<file path="src/rtl/pcie_pwrup_pkg.sv">
package pcie_pwrup_pkg;

  typedef enum logic [3:0] {
    ST_IDLE, ST_PWR, ST_REL_CTRL, ST_REL_SLOT, ST_AUX_ON, ST_HOLD, ST_PWRUP,
    ST_PHY_REQ, ST_AUX_OFF, ST_HOLD_CLR, ST_AUX_ON2, ST_DONE, ST_DOWN
  } seq_state_e;

  typedef struct packed {
    logic slot_rst_n;
    logic pwr_en;
    logic ctrl_rst_n;
    logic aux_en;
    logic phy_hold;
    logic pwrup_rst_n;
    logic phy_req;
    logic rc_mode;
    logic done;
  } seq_out_t;

  function automatic seq_out_t decode_state(seq_state_e st);
    seq_out_t o;
    o = '0;
    case (st)
      ST_PWR:      o.pwr_en = 1'b1;
      ST_REL_CTRL: o = '{slot_rst_n:1'b0, pwr_en:1'b1, ctrl_rst_n:1'b1, default:1'b0};
      ST_REL_SLOT: o = '{slot_rst_n:1'b1, pwr_en:1'b1, ctrl_rst_n:1'b1, default:1'b0};
      ST_AUX_ON:   o = '{slot_rst_n:1'b1, pwr_en:1'b1, ctrl_rst_n:1'b1, aux_en:1'b1, default:1'b0};
      ST_HOLD:     o = '{slot_rst_n:1'b1, pwr_en:1'b1, ctrl_rst_n:1'b1, aux_en:1'b1,
                         phy_hold:1'b1, default:1'b0};
      ST_PWRUP:    o = '{slot_rst_n:1'b1, pwr_en:1'b1, ctrl_rst_n:1'b1, aux_en:1'b1,
                         phy_hold:1'b1, pwrup_rst_n:1'b1, default:1'b0};
      ST_PHY_REQ:  o = '{slot_rst_n:1'b1, pwr_en:1'b1, ctrl_rst_n:1'b1, aux_en:1'b1,
                         phy_hold:1'b1, pwrup_rst_n:1'b1, phy_req:1'b1, default:1'b0};
      ST_AUX_OFF:  o = '{slot_rst_n:1'b1, pwr_en:1'b1, ctrl_rst_n:1'b1, phy_hold:1'b1,
                         pwrup_rst_n:1'b1, default:1'b0};
      ST_HOLD_CLR: o = '{slot_rst_n:1'b1, pwr_en:1'b1, ctrl_rst_n:1'b1,
                         pwrup_rst_n:1'b1, default:1'b0};
      ST_AUX_ON2:  o = '{slot_rst_n:1'b1, pwr_en:1'b1, ctrl_rst_n:1'b1, aux_en:1'b1,
                         pwrup_rst_n:1'b1, default:1'b0};
      ST_DONE:     o = '{slot_rst_n:1'b1, pwr_en:1'b1, ctrl_rst_n:1'b1, aux_en:1'b1,
                         pwrup_rst_n:1'b1, rc_mode:1'b1, done:1'b1, default:1'b0};
      default:     o = '0;
    endcase
    return o;
  endfunction

endpackage

</file>
<file path="src/rtl/pcie_pwrup_timer.sv">
module pcie_pwrup_timer #(
  parameter int CNT_W = 8
) (
  input  logic             clk_i,
  input  logic             rst_ni,
  input  logic             load_i,
  input  logic [CNT_W-1:0] load_val_i,
  output logic             expired_o
);

  logic [CNT_W-1:0] cnt_q;

  always_ff @(posedge clk_i or negedge rst_ni) begin
    if (!rst_ni)            cnt_q <= '0;
    else if (load_i)        cnt_q <= load_val_i;
    else if (cnt_q != '0)   cnt_q <= cnt_q - 1'b1;
  end

  assign expired_o = (cnt_q == '0);

  // once expired and not reloaded the count never wraps
  a_r2_no_wrap: assert property (@(posedge clk_i) disable iff (!rst_ni)
    (expired_o && !load_i) |=> expired_o);

endmodule

</file>
<file path="src/rtl/pcie_pwrup_fsm.sv">
module pcie_pwrup_fsm
  import pcie_pwrup_pkg::*;
#(
  parameter int CNT_W        = 8,
  parameter int PERST_CYCLES = 100,
  parameter int STEP_CYCLES  = 4
) (
  input  logic             clk_i,
  input  logic             rst_ni,
  input  logic             start_i,
  input  logic             shutdown_i,
  input  logic             phy_prog_done_i,
  input  logic             expired_i,
  output logic             load_o,
  output logic [CNT_W-1:0] load_val_o,
  output seq_state_e       state_d_o
);

  localparam logic [CNT_W-1:0] PerstLd = CNT_W'(PERST_CYCLES - 1);
  localparam logic [CNT_W-1:0] StepLd  = CNT_W'(STEP_CYCLES - 1);

  seq_state_e state_q, state_d;

  always_comb begin
    state_d    = state_q;
    load_o     = 1'b0;
    load_val_o = StepLd;
    if (shutdown_i && state_q != ST_IDLE && state_q != ST_DOWN) begin
      state_d = ST_DOWN;
      load_o  = 1'b1;
    end else begin
      case (state_q)
        ST_IDLE: if (start_i) begin
          state_d    = ST_PWR;
          load_o     = 1'b1;
          load_val_o = PerstLd;
        end
        ST_PHY_REQ: if (phy_prog_done_i) begin
          state_d = ST_AUX_OFF;
          load_o  = 1'b1;
        end
        ST_DONE: ;
        ST_DOWN: if (expired_i) state_d = ST_IDLE;
        default: if (expired_i) begin
          state_d = seq_state_e'(state_q + 4'd1);
          load_o  = 1'b1;
        end
      endcase
    end
  end

  always_ff @(posedge clk_i or negedge rst_ni) begin
    if (!rst_ni) state_q <= ST_IDLE;
    else         state_q <= state_d;
  end

  assign state_d_o = state_d;

  // the request step waits for the engine
  a_r5_wait_engine: assert property (@(posedge clk_i) disable iff (!rst_ni)
    (state_q == ST_PHY_REQ && !phy_prog_done_i && !shutdown_i) |=> state_q == ST_PHY_REQ);
  // idle ignores everything but start
  a_r9_idle_stays: assert property (@(posedge clk_i) disable iff (!rst_ni)
    (state_q == ST_IDLE && !start_i) |=> state_q == ST_IDLE);
  // done persists without shutdown
  a_r7_done_holds: assert property (@(posedge clk_i) disable iff (!rst_ni)
    (state_q == ST_DONE && !shutdown_i) |=> state_q == ST_DONE);

endmodule

</file>
<file path="src/rtl/pcie_pwrup_outreg.sv">
module pcie_pwrup_outreg
  import pcie_pwrup_pkg::*;
(
  input  logic       clk_i,
  input  logic       rst_ni,
  input  seq_state_e state_d_i,
  output seq_out_t   out_o
);

  seq_out_t out_q, out_d;

  always_comb begin
    out_d = decode_state(state_d_i);
    // slot drops first; controller reset and power follow one step later
    if (state_d_i == ST_DOWN) begin
      out_d.pwr_en     = out_q.pwr_en;
      out_d.ctrl_rst_n = out_q.ctrl_rst_n;
    end
  end

  always_ff @(posedge clk_i or negedge rst_ni) begin
    if (!rst_ni) out_q <= '0;
    else         out_q <= out_d;
  end

  assign out_o = out_q;

  // slot leaves reset only after the controller
  a_r3_ctrl_before_slot: assert property (@(posedge clk_i) disable iff (!rst_ni)
    $rose(out_q.slot_rst_n) |-> $past(out_q.ctrl_rst_n));
  // controller enters reset only after the slot
  a_r8_slot_before_ctrl: assert property (@(posedge clk_i) disable iff (!rst_ni)
    $fell(out_q.ctrl_rst_n) |-> !$past(out_q.slot_rst_n));
  // power is on before the controller is released
  a_r2_pwr_first: assert property (@(posedge clk_i) disable iff (!rst_ni)
    $rose(out_q.ctrl_rst_n) |-> $past(out_q.pwr_en));
  // requests only go out with PHY held
  a_r5_req_in_hold: assert property (@(posedge clk_i) disable iff (!rst_ni)
    out_q.phy_req |-> (out_q.phy_hold && out_q.pwrup_rst_n && out_q.aux_en));
  // hold is released with the aux clock gated
  a_r6_hold_clear_clk_off: assert property (@(posedge clk_i) disable iff (!rst_ni)
    $fell(out_q.phy_hold) |-> !out_q.aux_en);
  // done implies root-complex mode
  a_r7_done_rc: assert property (@(posedge clk_i) disable iff (!rst_ni)
    out_q.done |-> (out_q.rc_mode && out_q.slot_rst_n));

endmodule

</file>
<file path="src/rtl/pcie_pwrup_seq.sv">
module pcie_pwrup_seq
  import pcie_pwrup_pkg::*;
#(
  parameter int PERST_CYCLES = 10_000_000,
  parameter int STEP_CYCLES  = 16,
  parameter int DEV_TYPE_W   = 4,
  parameter int DEV_TYPE_RC  = 4
) (
  input  logic                  clk_i,
  input  logic                  rst_ni,
  input  logic                  start_i,
  input  logic                  shutdown_i,
  input  logic                  phy_prog_done_i,
  output logic                  slot_rst_no,
  output logic                  slot_pwr_en_o,
  output logic                  ctrl_rst_no,
  output logic                  aux_clk_en_o,
  output logic                  phy_hold_o,
  output logic                  pwrup_rst_no,
  output logic                  phy_prog_req_o,
  output logic [DEV_TYPE_W-1:0] dev_type_o,
  output logic                  done_o
);

  localparam int MaxCnt = (PERST_CYCLES > STEP_CYCLES) ? PERST_CYCLES : STEP_CYCLES;
  localparam int CntW   = $clog2(MaxCnt + 1);

  logic            load, expired;
  logic [CntW-1:0] load_val;
  seq_state_e      state_d;
  seq_out_t        outs;

  pcie_pwrup_timer #(.CNT_W(CntW)) u_timer (
    .clk_i, .rst_ni, .load_i(load), .load_val_i(load_val), .expired_o(expired)
  );

  pcie_pwrup_fsm #(
    .CNT_W(CntW), .PERST_CYCLES(PERST_CYCLES), .STEP_CYCLES(STEP_CYCLES)
  ) u_fsm (
    .clk_i, .rst_ni, .start_i, .shutdown_i, .phy_prog_done_i,
    .expired_i(expired), .load_o(load), .load_val_o(load_val), .state_d_o(state_d)
  );

  pcie_pwrup_outreg u_outreg (
    .clk_i, .rst_ni, .state_d_i(state_d), .out_o(outs)
  );

  assign slot_rst_no    = outs.slot_rst_n;
  assign slot_pwr_en_o  = outs.pwr_en;
  assign ctrl_rst_no    = outs.ctrl_rst_n;
  assign aux_clk_en_o   = outs.aux_en;
  assign phy_hold_o     = outs.phy_hold;
  assign pwrup_rst_no   = outs.pwrup_rst_n;
  assign phy_prog_req_o = outs.phy_req;
  assign done_o         = outs.done;
  assign dev_type_o     = outs.rc_mode ? DEV_TYPE_W'(DEV_TYPE_RC) : '0;

endmodule

</file>
<file path="config.mk">
export PLATFORM = sky130hd
export DESIGN_NAME = pcie_pwrup_seq
export DESIGN_NICKNAME = d
export VERILOG_FILES = /design/src/rtl/pcie_pwrup_pkg.sv /design/src/rtl/pcie_pwrup_timer.sv /design/src/rtl/pcie_pwrup_fsm.sv /design/src/rtl/pcie_pwrup_outreg.sv /design/src/rtl/pcie_pwrup_seq.sv
export SDC_FILE = /design/constraint.sdc
export NUM_CORES = 1
export LEC_CHECK = 0
export ABC_AREA = 1
export ABC_CLOCK_PERIOD_IN_PS = 5080
export BUFFER_PORTS_ARGS = -buffer_cell sky130_fd_sc_hd__buf_2
export CORE_ASPECT_RATIO = 0.5
export CORE_MARGIN = 2
export CORE_UTILIZATION = 40
export DETAILED_ROUTE_END_ITERATION = 7
export SETUP_SLACK_MARGIN = 0.3
export SLEW_MARGIN = 0
export SYNTH_ARGS = -nofsm -noshare
export SYNTH_HDL_FRONTEND = slang
export SYNTH_HIERARCHICAL = 1
export SYNTH_SLANG_ARGS = --single-unit
</file>
<file path="constraint.sdc">
create_clock -name clk_i -period 5.08 [get_ports clk_i]
set_input_delay 0.254 -clock clk_i [delete_from_list [all_inputs] [get_ports clk_i]]
set_output_delay 0.254 -clock clk_i [all_outputs]
set_load 0.05 [all_outputs]
</file>
# After elaboration in Yosys (flattened, before gate mapping)
# Index checks and enable logic that the tools add are counted.
[word_totals]
regBits = 37
in_bits = 5
output_inout_bits = 12
word_cells = 60
[classes]
add_sub_neg = 2
n_eq_ne = 16
n_mux = 20
reduce_logical = 11
[ops]
columns = ["operator", "count"]
rows = [
  ["$mux 24", 5],
  ["$pmux 7 s9", 1],
  ["$eq 4x4->1 const B", 7],
  ["$logic_not 24->1", 1],
  ["$reduce_bool 24->1", 1],
  ["$sub 24x1->24 const B", 1],
  ["$eq 4x3->1 const B", 5],
  ["$mux 4", 5],
  ["$pmux 4 s4", 1],
  ["$reduce_or 11->1", 1],
  ["$reduce_or 9->1", 1],
  ["$eq 4x2->1 const B", 2],
  ["$mux 1", 6],
  ["$add 4x1->4 const B", 1],
  ["$eq 4x1->1 const B", 1],
  ["$logic_not 4->1", 1],
  ["$ne 4x4->1 const B", 1],
  ["$reduce_bool 4->1", 1],
  ["$reduce_or 2->1", 2],
  ["$mux 3", 1],
  ["$pmux 1 s3", 1],
  ["$logic_and 1x1->1", 2],
  ["$reduce_bool 2->1", 1],
]

# Longest topological paths before layout
[depth]
ltp_word = 7
mapped_depth = 19

# By module
# The synthesis kept the hierarchy.
[by_module_without_submodules]
columns = ["mod", "instances", "cells_each", "area_each_um2", "seq_area_each_um2"]
rows = [
  ["pcie_pwrup_timer", 1, 254, 1619.1, 600.6],
  ["pcie_pwrup_fsm", 1, 97, 631.9, 100.1],
  ["pcie_pwrup_outreg", 1, 35, 332.8, 200.2],
  ["pcie_pwrup_seq", 1, 4, 26.3, 0.0],
]

# Worst setup path before layout
# No wires, ideal clock.
[synth_timing]
kind = "register to register"
start = "reg u_fsm.state_q[1]"
end = "reg u_timer.cnt_q[11]"
setup_ps = 116
arrival_time_ps = 2177
slack_ps = 2787
path_stages_with_launch = 14
path_buffers = 2
period_less_slack_ps = 2293
cell_sequence = "dfrtp_1 inv_1 ha_1 nand2_2 nor2_1 nor3_1 o21ai_1 clkbuf_1 inv_1 nand2_2 inv_2 buf_6 nand2_1 nand2_1"
[synth_between]
elab_chain_len = 5
[synth_lines]
columns = ["element", "line", "text"]
rows = [
  ["from (decl)", "pcie_pwrup_fsm.sv:22", "seq_state_e state_q, state_d;"],
  ["from (signal assigned)", "pcie_pwrup_fsm.sv:54", "else state_q <= state_d;"],
  ["$eq 4x4->1 or $reduce_bool 4->1 (tied branches)", "pcie_pwrup_fsm.sv:32, pcie_pwrup_fsm.sv:28", ""],
  ["$reduce_or 2->1 (no line) or $logic_and 1x1->1 (tied branches)", "-", ""],
  ["$pmux 1 s3 or $logic_and 1x1->1 (tied branches)", "pcie_pwrup_fsm.sv:32, pcie_pwrup_fsm.sv:28", ""],
  ["$mux 1 (*)", "pcie_pwrup_fsm.sv:28", "if (shutdown_i && state_q != ST_IDLE && state_q != ST_DOWN) begin"],
  ["via load", "pcie_pwrup_seq.sv:28", "logic load, expired;"],
  ["$mux 24 or $reduce_bool 2->1 (tied branches)", "-", ""],
  ["to (signal assigned)", "pcie_pwrup_timer.sv:15", "else if (load_i) cnt_q <= load_val_i;"],
  ["to (signal assigned)", "pcie_pwrup_timer.sv:16", "else if (cnt_q != '0) cnt_q <= cnt_q - 1'b1;"],
  ["to (decl)", "pcie_pwrup_timer.sv:11", "logic [CNT_W-1:0] cnt_q;"],
]
# The timed path passes the listed nets; every way through them passes the cells marked *.
# A chain may end at the register's enable or synchronous reset.

# Worst setup path in the final report
[layout_timing]
start = "reg u_fsm.state_q[1]"
end = "reg u_timer.cnt_q[21]"
# Same word-level chain as after synthesis.

==> summary.txt <==
Final layout
  • Most common cell after layout, fill and taps aside: nand2_1
  • Commonest non-fill, non-tap cells in the layout: nand2_1, nor2_1, dfrtp_1
  • Layout area overhead: 8.29%
  • Final Util: 45.7%
  • Fin area: 2830 um2
  • Inserted Diodes: 0
  • Final Net Count: 403
  • Layout cell share with drive strength beyond 1: 11.4%

Drt
  • Routed vias: roughly 2300
  • Post-DRT Antenna Nets: 0
  • DR iter-0 viols: 90
  • Remaining DRCs: 0
  • Routed length per instance: 11.5 um
  • Initial DRT Pass Iterations: 4
  • Total Routed Length: 5550 um
  • Number of vias per cell: 4.67

Critical path
  • Worst setup EP type: flop
  • Worst Setup Start Kind: flop
  • Critical path start-end classification: reg2reg
  • CP Data Required Time: between 5 and 6 ns
  • Flop2flop setup slack: 2.32 ns
  • Slowest stage delay, CP: 0.59 ns
  • Crit-path slowest cell: nor2_1
  • Worst EP arrival: a little under 3 ns
  • Crit path cell chain: inv_1 > ha_1 > nand2_2 > nor2_1 > nor3_1 > o21ai_1 > buf_4 > inv_1 > nand2_2 > inv_2 > nand2_1 > nand2_1
  • CP max FO: 27

Power
  • P_int: 1.03 mW
  • Sequential fraction of design power: 26.6%
  • Leak Pwr: 1.49 nW
  • Switching power: approximately 900 uW
  • Logic pwr share: 50.1%
  • Max rail drop VDD: ~0.36 mV
  • Sw Ratio: roughly 46%
  • Clock group share of total power: 23.3%
  • PD cells: between 600 and 700 nW/um2

Timing
  • Relative slew slack: 42.7%
  • Crit path time final: 2.76 ns
  • Fin. Hold Viols: 0
  • Worst slew pin tran: 0.856 ns
  • Fin. max-slew vios: 0
  • Final setup violation count: 0
  • Total Negative Setup Slacks: 0 ns
  • RSZ-0062 raised after global routing: false
  • Layout Skew: between 0.004 and 0.005 ns
  • Final Cycle Share: 54.4%
  • Worst setup margin: 2.32 ns
  • Hold Slack: 0.0772 ns
  • Max Clock Freq: between 300 and 400 MHz

GRT
  • Largest net degree at the start of global routing: 37
  • M3 GR Usage: 3.24%
  • GR peak layer: met2
  • Grt total ovfl: 0
  • M2 GR Usage: about 29%
  • Global-route wire length before repair: 9560 um
  • M1 GR Usage: 21.9%
  • All-Layer GR Usage: between 10% and 20%
  • Vias in the first global route: 2099
  • Initial antenna violation count: 0

Clock network
  • CTS tree: done
  • Num CTS Buffers: 5
  • Worst-case clock buffer depth: 2
  • Worst-Skew Late Latency: between 0.2 and 0.3 ns
  • Clock sinks: 36
  • # resized after CTS: 0
  • Clock Tree Root: clkbuf_16
  • H-tree levels: 2
  • Setup bufs post-CTS: 0
  • Hold buffer count at CTS: 0
  • Clock-pin slew on the worst setup and hold paths: 0.06 ns

Placed design
  • Final Wtd Congestion: around 0.91
  • Placed Area: 2610 um2
  • Detailed-placement wirelength estimate: 4240 um
  • Placement Setup Slack: 2.27 ns
  • Port bufs: 13

Die
  • # rows: 20
  • DIE AREA: 7230 um2
  • I/O pin count: 17
  • Die Wd: ~120 um
  • Die Y-Extent: 61.1 um
  • Core area: about 6000 um2
  • Starting density of the core: a little over two fifths

Synth
  • Warnings from Yosys: 6
  • FF+latch count, synth: 36
  • Post-synthesis sequential area ratio: between 30% and 40%
  • Count of different cell masters after synthesis: 31
  • Cells after synthesis: 390
  • Avg Cell Area, Syn: about 6.7 um2
  • Mapped cell area: 2610 um2

Worst hold path
  • Hold Crit Class: in2async

Run status
  • Status: finished, final reports clean

Run
  • Maxcap violations: 0
==> sequential cells by signal, summed over array words and instances, names as in the netlist <==
register / cells
u_outreg/out_o: 8
u_timer/cnt_q: 24
u_fsm/state_q: 4
==> logic make-up (layout without fill, tap and decap cells) <==
group / after synthesis / after routing / synth area share [%]
and+or+nand+nor: 245 / 245 / 40.2
DFF: 36 / 36 / 34.5
adders and majority gates: 5 / 5 / 2.40
buffers and inverters: 68 / 58 / 14.2
AOI/OAI and AO/OA: 23 / 23 / 4.94
other: 3 / 17 / 0.431
xor gates and xnor gates: 10 / 10 / 3.36
==> through the flow <==
| step | instances | total power [mW] |
|---|---|---|
| 2_1_floorplan | 404 | 1.28 |
| 3_3_place_gp | 474 | 1.46 |
| 3_5_place_dp | 474 | 1.47 |
| 4_1_cts | 482 | 1.93 |
| 5_1_grt | 482 | 2.08 |
| 6_report | 482 | 1.92 |
==> power by group through the flow <==
stage | clock network (mW) | registers (mW) | logic (mW)
2_1_floorplan | 0 | 0.565 | 0.718
3_3_place_gp | 0 | 0.510 | 0.950
3_5_place_dp | 0 | 0.513 | 0.958
4_1_cts | 0.456 | 0.508 | 0.962
5_1_grt | 0.470 | 0.525 | 1.09
6_report | 0.447 | 0.509 | 0.961
==> cell usage after synthesis, drive strengths merged <==
| cell type | instances | area share [%] |
|---|---|---|
| nand3 | 25 | 5.0 |
| nand4 | 9 | 2.2 |
| dfrtp | 36 | 35 |
| o21bai | 1 | 0.29 |
| nand3b | 3 | 0.86 |
| clkinv | 1 | 0.19 |
| o21ai | 16 | 3.1 |
| ha | 5 | 2.4 |
| clkbuf | 2 | 0.29 |
| xor2 | 5 | 1.7 |
| o211ai | 2 | 0.58 |
| buf | 30 | 8.7 |
| xnor2 | 5 | 1.7 |
| a21oi | 3 | 0.72 |
| a22oi | 1 | 0.29 |
| nor3 | 2 | 0.38 |
| inv | 35 | 5.0 |
| nor2 | 65 | 11 |
| conb | 3 | 0.43 |
| nand2 | 138 | 20 |
| or2 | 3 | 0.72 |
==> routing by layer <==
| metal | up-vias | wire (um) |
|---|---|---|
| met3 | 4 | 190 |
| met5 | - | 0 |
| met2 | 35 | 2540 |
| met1 | 1042 | 2780 |
| met4 | 0 | 46 |
| li1 | 1170 | - |
==> worst max-delay path, delay by kind of cell, from the launching register on <==
family,cells,cell delay (ns)
flip-flops,1,0.41
adder cells (fa/ha/maj),1,0.26
AND/OR/NAND/NOR,6,1.15
AO/OA/AOI/OAI,1,0.11
buffers and inverters,4,0.72
==> layout make-up <==
cell class	instances	area [um2]
clock inverters	3	90.1
flip-flops and latches	36	901
well taps	88	110
clock buffers	5	125
fillers	628	3350
inverters	36	136
repair buffers	14	72.6
multi-input cells	300	1390
==> path summary, 6_finish.rpt <==
path	start	end	cells after the start
max	u_fsm/state_q[1]	u_timer/cnt_q[21]	12
min	rst_ni	u_timer/cnt_q[3]	1
max reg2reg	u_fsm/state_q[1]	u_timer/cnt_q[21]	12
min reg2reg	u_outreg/out_o[6]	u_outreg/out_o[6]	2
max in group asynchronous	rst_ni	u_fsm/state_q[0]	1
min in group clk_i	phy_prog_done_i	u_fsm/state_q[3]	3
No activity file was read; power rests on OpenSTA's default activity.
